File: src/rtl/lvds_map_pkg.sv
package lvds_map_pkg;

    parameter int PIX_W          = 24;
    parameter int SRC_W          = PIX_W + 3;
    parameter int NSRC           = 3;
    parameter int SRC_SEL_W      = 2;
    parameter int LANES          = 5;
    parameter int SLOTS          = 7;
    parameter int NUM_SLOTS      = LANES * SLOTS;
    parameter int IDX_W          = 6;
    parameter int CAND_W         = 35;
    parameter int N_ZERO         = 4;
    parameter int N_ONE          = CAND_W - PIX_W - 3 - N_ZERO;
    parameter int EXT_W          = 2 ** IDX_W;
    parameter int REG_W          = 32;
    parameter int ADDR_W         = 4;
    parameter int FIELDS_PER_REG = REG_W / IDX_W;
    parameter int LOC_REGS       = (NUM_SLOTS + FIELDS_PER_REG - 1) / FIELDS_PER_REG;
    parameter int POS_W          = $clog2(SLOTS);

    parameter logic [ADDR_W-1:0] A_MASK_LO = ADDR_W'(LOC_REGS);
    parameter logic [ADDR_W-1:0] A_MASK_HI = ADDR_W'(LOC_REGS + 1);
    parameter logic [ADDR_W-1:0] A_POL     = ADDR_W'(LOC_REGS + 2);
    parameter logic [ADDR_W-1:0] A_CTL     = ADDR_W'(LOC_REGS + 3);

    parameter logic [IDX_W-1:0] IDX_ZERO = IDX_W'(PIX_W + 3);

    typedef enum logic [1:0] {
        FMT_PACK_A = 2'd0,
        FMT_PACK_B = 2'd1,
        FMT_LOC    = 2'd2
    } fmt_e;

    typedef struct packed {
        logic [NUM_SLOTS-1:0][IDX_W-1:0] loc;
        logic [NUM_SLOTS-1:0]            mask;
        logic [2:0]                      pol;
        logic [SRC_SEL_W-1:0]            src;
        fmt_e                            fmt;
    } cfg_t;

    typedef struct packed {
        logic [POS_W-1:0]     pos;
        logic [NUM_SLOTS-1:0] frame;
    } ser_t;

    // Fixed packings: candidate index for a lane/slot pair.
    function automatic logic [IDX_W-1:0] fixed_index(input logic pack_b,
                                                     input int lane,
                                                     input int slot);
        int t [7];
        t = '{27, 27, 27, 27, 27, 27, 27};
        if (pack_b) begin
            case (lane)
                0: t = '{0, 1, 2, 3, 4, 5, 8};
                1: t = '{9, 10, 11, 12, 13, 16, 17};
                2: t = '{18, 19, 20, 21, 24, 25, 26};
                3: t = '{6, 7, 14, 15, 22, 23, 27};
                default: ;
            endcase
        end else begin
            case (lane)
                0: t = '{2, 3, 4, 5, 6, 7, 10};
                1: t = '{11, 12, 13, 14, 15, 18, 19};
                2: t = '{20, 21, 22, 23, 24, 25, 26};
                3: t = '{0, 1, 8, 9, 16, 17, 27};
                default: ;
            endcase
        end
        return IDX_W'(t[slot]);
    endfunction

endpackage

File: src/rtl/lvds_map_regs.sv
module lvds_map_regs
    import lvds_map_pkg::*;
(
    input  logic              clk,
    input  logic              rst_n,
    input  logic              wr_en,
    input  logic [ADDR_W-1:0] wr_addr,
    input  logic [REG_W-1:0]  wr_data,
    output cfg_t              cfg
);

    cfg_t cfg_d, cfg_q;

    always_comb begin
        cfg_d = cfg_q;
        if (wr_en) begin
            for (int r = 0; r < LOC_REGS; r++) begin
                if (wr_addr == ADDR_W'(r)) begin
                    for (int f = 0; f < FIELDS_PER_REG; f++) begin
                        if (r * FIELDS_PER_REG + f < NUM_SLOTS) begin
                            cfg_d.loc[r * FIELDS_PER_REG + f] = wr_data[f * IDX_W +: IDX_W];
                        end
                    end
                end
            end
            if (wr_addr == A_MASK_LO) begin
                cfg_d.mask[REG_W-1:0] = wr_data;
            end
            if (wr_addr == A_MASK_HI) begin
                cfg_d.mask[NUM_SLOTS-1:REG_W] = wr_data[NUM_SLOTS-REG_W-1:0];
            end
            if (wr_addr == A_POL) begin
                cfg_d.pol = wr_data[2:0];
            end
            if (wr_addr == A_CTL) begin
                if (wr_data[SRC_SEL_W-1:0] < SRC_SEL_W'(NSRC)) begin
                    cfg_d.src = wr_data[SRC_SEL_W-1:0];
                end
                if (wr_data[3:2] != 2'd3) begin
                    cfg_d.fmt = fmt_e'(wr_data[3:2]);
                end
            end
        end
    end

    always_ff @(posedge clk or negedge rst_n) begin
        if (!rst_n) begin
            for (int n = 0; n < NUM_SLOTS; n++) begin
                cfg_q.loc[n] <= IDX_ZERO;
            end
            cfg_q.mask <= '1;
            cfg_q.pol  <= '0;
            cfg_q.src  <= '0;
            cfg_q.fmt  <= FMT_PACK_A;
        end else begin
            cfg_q <= cfg_d;
        end
    end

    assign cfg = cfg_q;


    src_range_chk: assert property (@(posedge clk) disable iff (!rst_n)
        cfg_q.src < SRC_SEL_W'(NSRC));


    fmt_legal_chk: assert property (@(posedge clk) disable iff (!rst_n)
        cfg_q.fmt inside {FMT_PACK_A, FMT_PACK_B, FMT_LOC});

endmodule

File: src/rtl/lvds_slot_xbar.sv
module lvds_slot_xbar
    import lvds_map_pkg::*;
(
    input  logic [NSRC*SRC_W-1:0] src_pixel,
    input  cfg_t                  cfg,
    output logic [NUM_SLOTS-1:0]  slot_bits
);

    logic [SRC_W-1:0]  pix;
    logic [EXT_W-1:0]  cand_ext;

    always_comb begin
        pix = '0;
        for (int s = 0; s < NSRC; s++) begin
            if (cfg.src == SRC_SEL_W'(s)) begin
                pix = src_pixel[s * SRC_W +: SRC_W];
            end
        end
    end

    // Indices beyond the candidate vector land in the zero padding.
    always_comb begin
        cand_ext = '0;
        cand_ext[CAND_W-1:0] = {{N_ONE{1'b1}}, {N_ZERO{1'b0}},
                                pix[PIX_W+2] ^ cfg.pol[2],
                                pix[PIX_W+1] ^ cfg.pol[1],
                                pix[PIX_W]   ^ cfg.pol[0],
                                pix[PIX_W-1:0]};
    end

    for (genvar n = 0; n < NUM_SLOTS; n++) begin : g_slot
        localparam logic [IDX_W-1:0] IDX_A = fixed_index(1'b0, n / SLOTS, n % SLOTS);
        localparam logic [IDX_W-1:0] IDX_B = fixed_index(1'b1, n / SLOTS, n % SLOTS);
        logic [IDX_W-1:0] idx;
        always_comb begin
            case (cfg.fmt)
                FMT_LOC:    idx = cfg.loc[n];
                FMT_PACK_B: idx = IDX_B;
                default:    idx = IDX_A;
            endcase
        end
        assign slot_bits[n] = cand_ext[idx] & cfg.mask[n];
    end

endmodule

File: src/rtl/lvds_lane_ser.sv
module lvds_lane_ser
    import lvds_map_pkg::*;
(
    input  logic                 clk,
    input  logic                 rst_n,
    input  logic                 bit_en,
    input  logic [NUM_SLOTS-1:0] slot_bits,
    output logic [LANES-1:0]     lane_out,
    output logic                 frame_sync
);

    ser_t ser_d, ser_q;

    always_comb begin
        ser_d = ser_q;
        if (bit_en) begin
            if (ser_q.pos == '0) begin
                ser_d.frame = slot_bits;
                ser_d.pos   = POS_W'(SLOTS - 1);
            end else begin
                ser_d.pos = ser_q.pos - 1'b1;
            end
        end
    end

    always_ff @(posedge clk or negedge rst_n) begin
        if (!rst_n) begin
            ser_q <= '0;
        end else begin
            ser_q <= ser_d;
        end
    end

    for (genvar l = 0; l < LANES; l++) begin : g_lane
        logic [SLOTS-1:0] word;
        assign word        = ser_q.frame[l * SLOTS +: SLOTS];
        assign lane_out[l] = word[ser_q.pos];
    end

    assign frame_sync = (ser_q.pos == POS_W'(SLOTS - 1));


    hold_idle_chk: assert property (@(posedge clk) disable iff (!rst_n)
        !bit_en |=> ($stable(lane_out) && $stable(frame_sync)));


    sync_drop_chk: assert property (@(posedge clk) disable iff (!rst_n)
        (bit_en && frame_sync) |=> !frame_sync);


    mid_frame_stable_chk: assert property (@(posedge clk) disable iff (!rst_n)
        (bit_en && ser_q.pos != '0) |=> $stable(ser_q.frame));

endmodule

File: src/rtl/lvds_lane_mapper.sv
module lvds_lane_mapper
    import lvds_map_pkg::*;
(
    input  logic                  clk,
    input  logic                  rst_n,
    input  logic                  bit_en,
    input  logic [NSRC*SRC_W-1:0] src_pixel,
    input  logic                  reg_wr,
    input  logic [ADDR_W-1:0]     reg_addr,
    input  logic [REG_W-1:0]      reg_wdata,
    output logic [LANES-1:0]      lane_out,
    output logic                  frame_sync
);

    cfg_t                 cfg;
    logic [NUM_SLOTS-1:0] slot_bits;

    lvds_map_regs u_regs (
        .clk     (clk),
        .rst_n   (rst_n),
        .wr_en   (reg_wr),
        .wr_addr (reg_addr),
        .wr_data (reg_wdata),
        .cfg     (cfg)
    );

    lvds_slot_xbar u_xbar (
        .src_pixel (src_pixel),
        .cfg       (cfg),
        .slot_bits (slot_bits)
    );

    lvds_lane_ser u_ser (
        .clk        (clk),
        .rst_n      (rst_n),
        .bit_en     (bit_en),
        .slot_bits  (slot_bits),
        .lane_out   (lane_out),
        .frame_sync (frame_sync)
    );

endmodule

File: config.mk
export PLATFORM = sky130hd
export DESIGN_NAME = lvds_lane_mapper
export DESIGN_NICKNAME = d
export VERILOG_FILES = /design/src/rtl/lvds_map_pkg.sv /design/src/rtl/lvds_map_regs.sv /design/src/rtl/lvds_slot_xbar.sv /design/src/rtl/lvds_lane_ser.sv /design/src/rtl/lvds_lane_mapper.sv
export SDC_FILE = /design/constraint.sdc
export NUM_CORES = 1
export LEC_CHECK = 0
export BUFFER_PORTS_ARGS = -buffer_cell sky130_fd_sc_hd__buf_2
export CELL_PAD_IN_SITES_DETAIL_PLACEMENT = 1
export CELL_PAD_IN_SITES_GLOBAL_PLACEMENT = 1
export CORE_MARGIN = 8
export CORE_UTILIZATION = 53
export CTS_CLUSTER_SIZE = 14
export DETAILED_ROUTE_END_ITERATION = 10
export PLACE_DENSITY_LB_ADDON = 0.1
export SLEW_MARGIN = 25
export SYNTH_ARGS = -nofsm -noshare
export SYNTH_HDL_FRONTEND = slang
export SYNTH_SLANG_ARGS = --single-unit
File: constraint.sdc
create_clock -name clk -period 7.16 [get_ports clk]
set_input_delay 0.716 -clock clk [delete_from_list [all_inputs] [get_ports clk]]
set_output_delay 0.716 -clock clk [all_outputs]
set_load 0.05 [all_outputs]
After elaboration in Yosys (flattened, before gate mapping) --
Index checks and enable logic that the tools add are counted.
Storage, ports and cells: register bits 290, input bits 121, output and inout bits 6, logic and storage cells 269
Cells by class: add/subtract/negate cells 1, order comparisons 37, equality and inequality tests 16, multiplexer cells 119, bitwise gates (word level) 38, reductions and logical operators 16
Operator list (number):
- 6-bit case mux with 2 select lines | 24
- 6-bit by 7-bit less-than comparator with 1-bit output, second input constant | 35
- 1-bit binary-select mux with 6-bit select | 35
- 27-bit 2-to-1 mux | 3
- 6-bit 2-to-1 mux | 11
- 1-bit 2-to-1 mux | 40
- 1-bit bitwise AND | 35
- 2-bit AND reduction | 11
- 4-bit by 3-bit equality test with 1-bit output, second input constant | 4
- 1-bit binary-select mux with 3-bit select | 5
- 4-bit equality test, second input constant | 3
- 4-bit by 2-bit equality test with 1-bit output, second input constant | 2
- 3-bit AND reduction | 2
- 2-bit by 1-bit equality test with 1-bit output, second input constant | 2
- 2-bit equality test, second input constant | 2
- 4-bit by 1-bit equality test with 1-bit output, second input constant | 1
- 4-bit zero test | 1
- 3-bit by 4-bit less-than comparator with 1-bit output, second input constant | 1
- 3-bit equality test, second input constant | 1
- 3-bit zero test | 1
- 3-bit 2-to-1 mux | 1
- 3-bit by 1-bit subtractor with 3-bit output, second input constant | 1
- 1-bit XOR | 3
- 2-bit zero test | 1
- 2 further kinds | 2

Longest topological paths before layout --
depth in word-level cells 8, mapped depth 14, mapped depth without buffers 9

By module --
Synthesis repeated with hierarchy kept, for this count alone.
Second synthesis, totals: cell total of the unflattened synthesis 2490, area total of the unflattened synthesis 23428.7 um^2
By module, submodules not included:
- lvds_slot_xbar | times used 1, cells an instance 1815, area each 11917.7 um^2, seq. area each 0.0 um^2
- lvds_map_regs | times used 1, cells an instance 554, area each 9625.5 um^2, seq. area each 6525.0 um^2
- lvds_lane_ser | times used 1, cells an instance 121, area each 1885.6 um^2, seq. area each 950.9 um^2

Worst setup path before layout --
OpenSTA, ideal clock, no wires.
path kind register to register, start point reg u_regs.cfg_q (netlist bit u_regs.cfg[0]), end point reg u_ser.ser_q (netlist bit u_ser.g_lane[1].word[4]), arrival time 2.669 ns, data required time 7.038 ns, path slack 4.369 ns, cell stages (with the launch flop) 11, cells stage by stage dfrtp_1 > inv_1 > ha_1 > buf_4 > buf_2 > a21oi_1 > clkbuf_1 > mux4_2 > o221ai_1 > o21ai_0 > a32o_1
Between the ends: cells in the longest elaborated chain, start to end 5, elaborated cells between the ends (all ways) 6, those cells by class 2 x eq/ne; 3 x mux; 1 x bitwise
RTL lines:
- from (decl) | RTL line lvds_map_regs.sv:12 | cfg_t cfg_d, cfg_q;
- from (signal assigned) | RTL line lvds_map_regs.sv:56 | cfg_q <= cfg_d;
- 2-bit by 1-bit equality test with 1-bit output or 2-bit equality test (tied branches) | RTL line lvds_slot_xbar.sv:36 | case (cfg.fmt)
- 6-bit case mux with 2 select lines * | RTL line lvds_slot_xbar.sv:36
- 1-bit binary-select mux with 6-bit select * | RTL line lvds_slot_xbar.sv:42 | assign slot_bits[n] = cand_ext[idx] & cfg.mask[n];
- 1-bit 2-to-1 mux (implied by the code) * | RTL line lvds_slot_xbar.sv:42
- 1-bit bitwise AND * | RTL line lvds_slot_xbar.sv:42
- to (signal assigned) | RTL line lvds_lane_ser.sv:30 | ser_q <= ser_d;
- to (decl) | RTL line lvds_lane_ser.sv:12 | ser_t ser_d, ser_q;
Mark *: on every way between the ends. The rest lies on a longest branch, timed or not. The select of a mux whose other input is x is not followed. A chain may end at the register's enable or synchronous reset.

Final worst setup path --
start point reg u_regs.cfg_q (netlist bit u_regs.cfg[1]), end point reg u_ser.ser_q (netlist bit u_ser.g_lane[2].word[1])
Same word-level chain as after synthesis.

==> impl_metrics.py <==
metrics = {
    "outcome": {
        "status": "finished clean",
    },
    "worst_setup_path": {
        "cp.required_ps": 7620,
        "reg2reg_from": "u_regs.cfg[1]",
        "r2r_cells": 10,
        "startpoint": "u_regs.cfg[1]",
        "start_kind": "flop",
        "endpoint": "u_ser.g_lane[2].word[1]",
        "rrSetupSlack_ps": 2990,
        "critPathArrivalTime_ps": 4630,
        "crit_fanout": 31,
        "r2r_end": "u_ser.g_lane[2].word[1]",
        "critPathKind": "reg2reg",
        "end_kind": "flop",
    },
    "global_route": {
        "grt_pass1_wl_um": 163000,
        "antenna_found_initial": 9,
        "grt_max_degree": 116,
        "grt-ovfl-total": 0,
        "grt_pass1_vias": 24500,
        "track_usage_pct": 41.3,
    },
    "timing": {
        "max_freq_ghz": 0.240,
        "maxSlewViolCount": 0,
        "hold_violations": 0,
        "fin_crit_sh_pct": 58.3,
        "worstMarginPinSlew_ps": 1210,
        "relSlewSlack_pct": 19.0,
        "timing.final.ws_setup_ps": 2990,
        "timing.final.crit_period_ps": 4170,
        "rsz0062_at_grt": "false",
        "setup_violations": 0,
        "fin_tns_setup_ps": 0,
        "fin_skew_ps": 12.0,
    },
    "layout": {
        "final_common_cell": "mux2_2",
        "final_cell_mix": "mux2_2 (252), nand2_1 (246), dfstp_2 (175)",
        "drive_gt1_share_pct": 34.2,
        "fin_cells": 3120,
        "design_area_um2": 26200,
        "fin_util_pct": 59.3,
        "syn_to_final_growth_pct": 10.3,
        "finalNetCount": 2615,
    },
    "cts": {
        "numCtsBuffers": 38,
        "clk_latency_ps": 570,
        "clock-sinks": 290,
        "post_cts_buffers": 0,
        "cts.repair.resized": 0,
        "clk_path_buf_depth": 3,
        "htree_levels": 2,
        "path_clk_slew_ps": 60,
        "cts.root.buffer_cell": "clkbuf_16",
        "hold_buffers": 0,
        "tritoncts": "yes",
    },
    "drt": {
        "drtIter0Drc": 3019,
        "drt-total-wl_um": 112000,
        "dr.pass1.iters": 6,
        "route.detailed.drc": 0,
        "via_count": 24400,
        "wl_per_cell_um": 35.9,
        "via_per_inst": 7.81,
        "antenna_left": 0,
    },
    "place": {
        "post-place-ws_ps": 3280,
        "gp_congestion": 0.941,
        "dp_hpwl_um": 66100,
        "dpl-instance-area_um2": 24800,
        "dpl.cell_count": 3039,
        "io_buffer_count": 126,
    },
    "flow_run": {
        "maxCapViolCount": 0,
    },
    "yosys": {
        "synthFlopType": "dfstp_2",
        "ys_ff_latch": 290,
        "syn_nets": 2643,
        "ys_types": 86,
        "synth.cell_area_um2": 23800,
        "synth_edf_count": 0,
        "async_reset_ff_share_pct": 100,
        "ys_warn_count": 0,
        "syn_inst": 2517,
        "avgSynthCellArea_um2": 9.44,
        "ys_seq_area_share_pct": 31.4,
    },
    "power_and_ir_drop": {
        "vdd_ir_drop_max_uv": 271,
        "leakagePower_nw": 9.74,
        "p_per_area_nw_per_um2": 394,
    },
    "floorplan": {
        "die_w_um": 228,
        "rows": 77,
        "io_pins": 127,
        "initial_utilization_pct": 53.8,
        "die_h_um": 228,
        "die_area_um2": 51900,
        "core_region_area_um2": 44200,
    },
    "hold_path": {
        "min_path_type": "in2async",
    },
}
==> metrics by stage <==
stage	hold WS (ps)	power, W
6_report	10.6	0.0103
5_1_grt	24.4	0.0106
4_1_cts	269	0.0101
3_5_place_dp	462	0.00795
3_3_place_gp	476	0.00775
2_1_floorplan	420	0.00616
==> where the power goes <==
part	total, W	internal, W	switching (W)
clock network	0.00208	0.00128	0.000801
registers	0.00291	0.00223	0.000687
logic	0.00534	0.00199	0.00335
==> synthesized netlist by cell type, drive strengths merged, types with 17 or more instances <==
| cell type | instances | area [um^2] |
|---|---|---|
| nand3b | 41 | 308 |
| o221ai | 22 | 193 |
| a21oi | 147 | 762 |
| and2 | 18 | 113 |
| o2111ai | 20 | 175 |
| a31oi | 45 | 282 |
| mux2 | 255 | 2880 |
| o21a | 17 | 128 |
| buf | 106 | 557 |
| dfrtp | 115 | 2880 |
| a2111oi | 22 | 193 |
| mux2i | 126 | 1270 |
| or2 | 19 | 119 |
| o211ai | 44 | 330 |
| clkbuf | 151 | 567 |
| nor3 | 42 | 210 |
| nand4 | 27 | 169 |
| inv | 21 | 78.8 |
| a211oi | 27 | 203 |
| nand2b | 19 | 119 |
| mux4 | 106 | 2390 |
| dfstp | 175 | 4600 |
| nor2 | 169 | 637 |
| nand3 | 82 | 410 |
| o22ai | 39 | 244 |
| nand2 | 247 | 927 |
| o21ai | 134 | 678 |
==> logic make-up after synthesis <==
kind of cell             after synthesis  share of synthesized area, %
AO/OA/AOI/OAI                        696                          20.1
adder cells (fa/ha/maj)                5                         0.263
buffers and inverters                281                          5.11
flip-flops                           290                          31.4
multiplexers                         487                          27.5
AND/OR/NAND/NOR                      758                          15.6
==> sequential cells by signal, indices dropped and copies added (netlist names) <==
register and cells:
u_regs.cfg 252, u_ser.g_lane.word 35, u_ser.ser_q 3
==> worst min path at each step <==
stage / cells past startpoint / slack [ps] / to / from
2_1_floorplan: 0 / 420 / u_regs.cfg[0] / rst_n
3_5_place_dp: 2 / 460 / u_ser.g_lane[1].word[2] / u_ser.g_lane[1].word[2]
6_report: 1 / 10 / u_regs.cfg[2] / rst_n
4_1_cts: 1 / 270 / u_regs.cfg[2] / rst_n
5_1_grt: 1 / 20 / u_regs.cfg[2] / rst_n
3_3_place_gp: 2 / 480 / u_ser.g_lane[1].word[2] / u_ser.g_lane[1].word[2]
==> final cells by class <==
class                   instances  area (um^2)
clock buffers                  61         1190
inverters                      24         90.1
multi-input cells            1946        15400
well taps                     592          741
diodes                          9         22.5
fillers                      4927        18000
clock inverters                 9          145
flip-flops and latches        290         7480
repair buffers                189         1160
==> critical path, stage by stage, from the launching register on <==
cell and delay (ps):
dfrtp_1 400, inv_1 60, ha_1 250, buf_4 310
or2_2 560, buf_4 330, a21oi_1 770, o21ai_0 210
a2111oi_0 620, nor4_1 140, o41ai_1 330
==> per-layer routing <==
layer  vias up  wire length [um]  global-route usage (%)
met2      1893             46600                    59.6
met3       624             15100                    13.0
met5         -                 0                       0
met4         0              9580                    29.8
li1       9663                 -                       -
met1     12200             40800                    51.9
(Power assumes the default switching activity.)
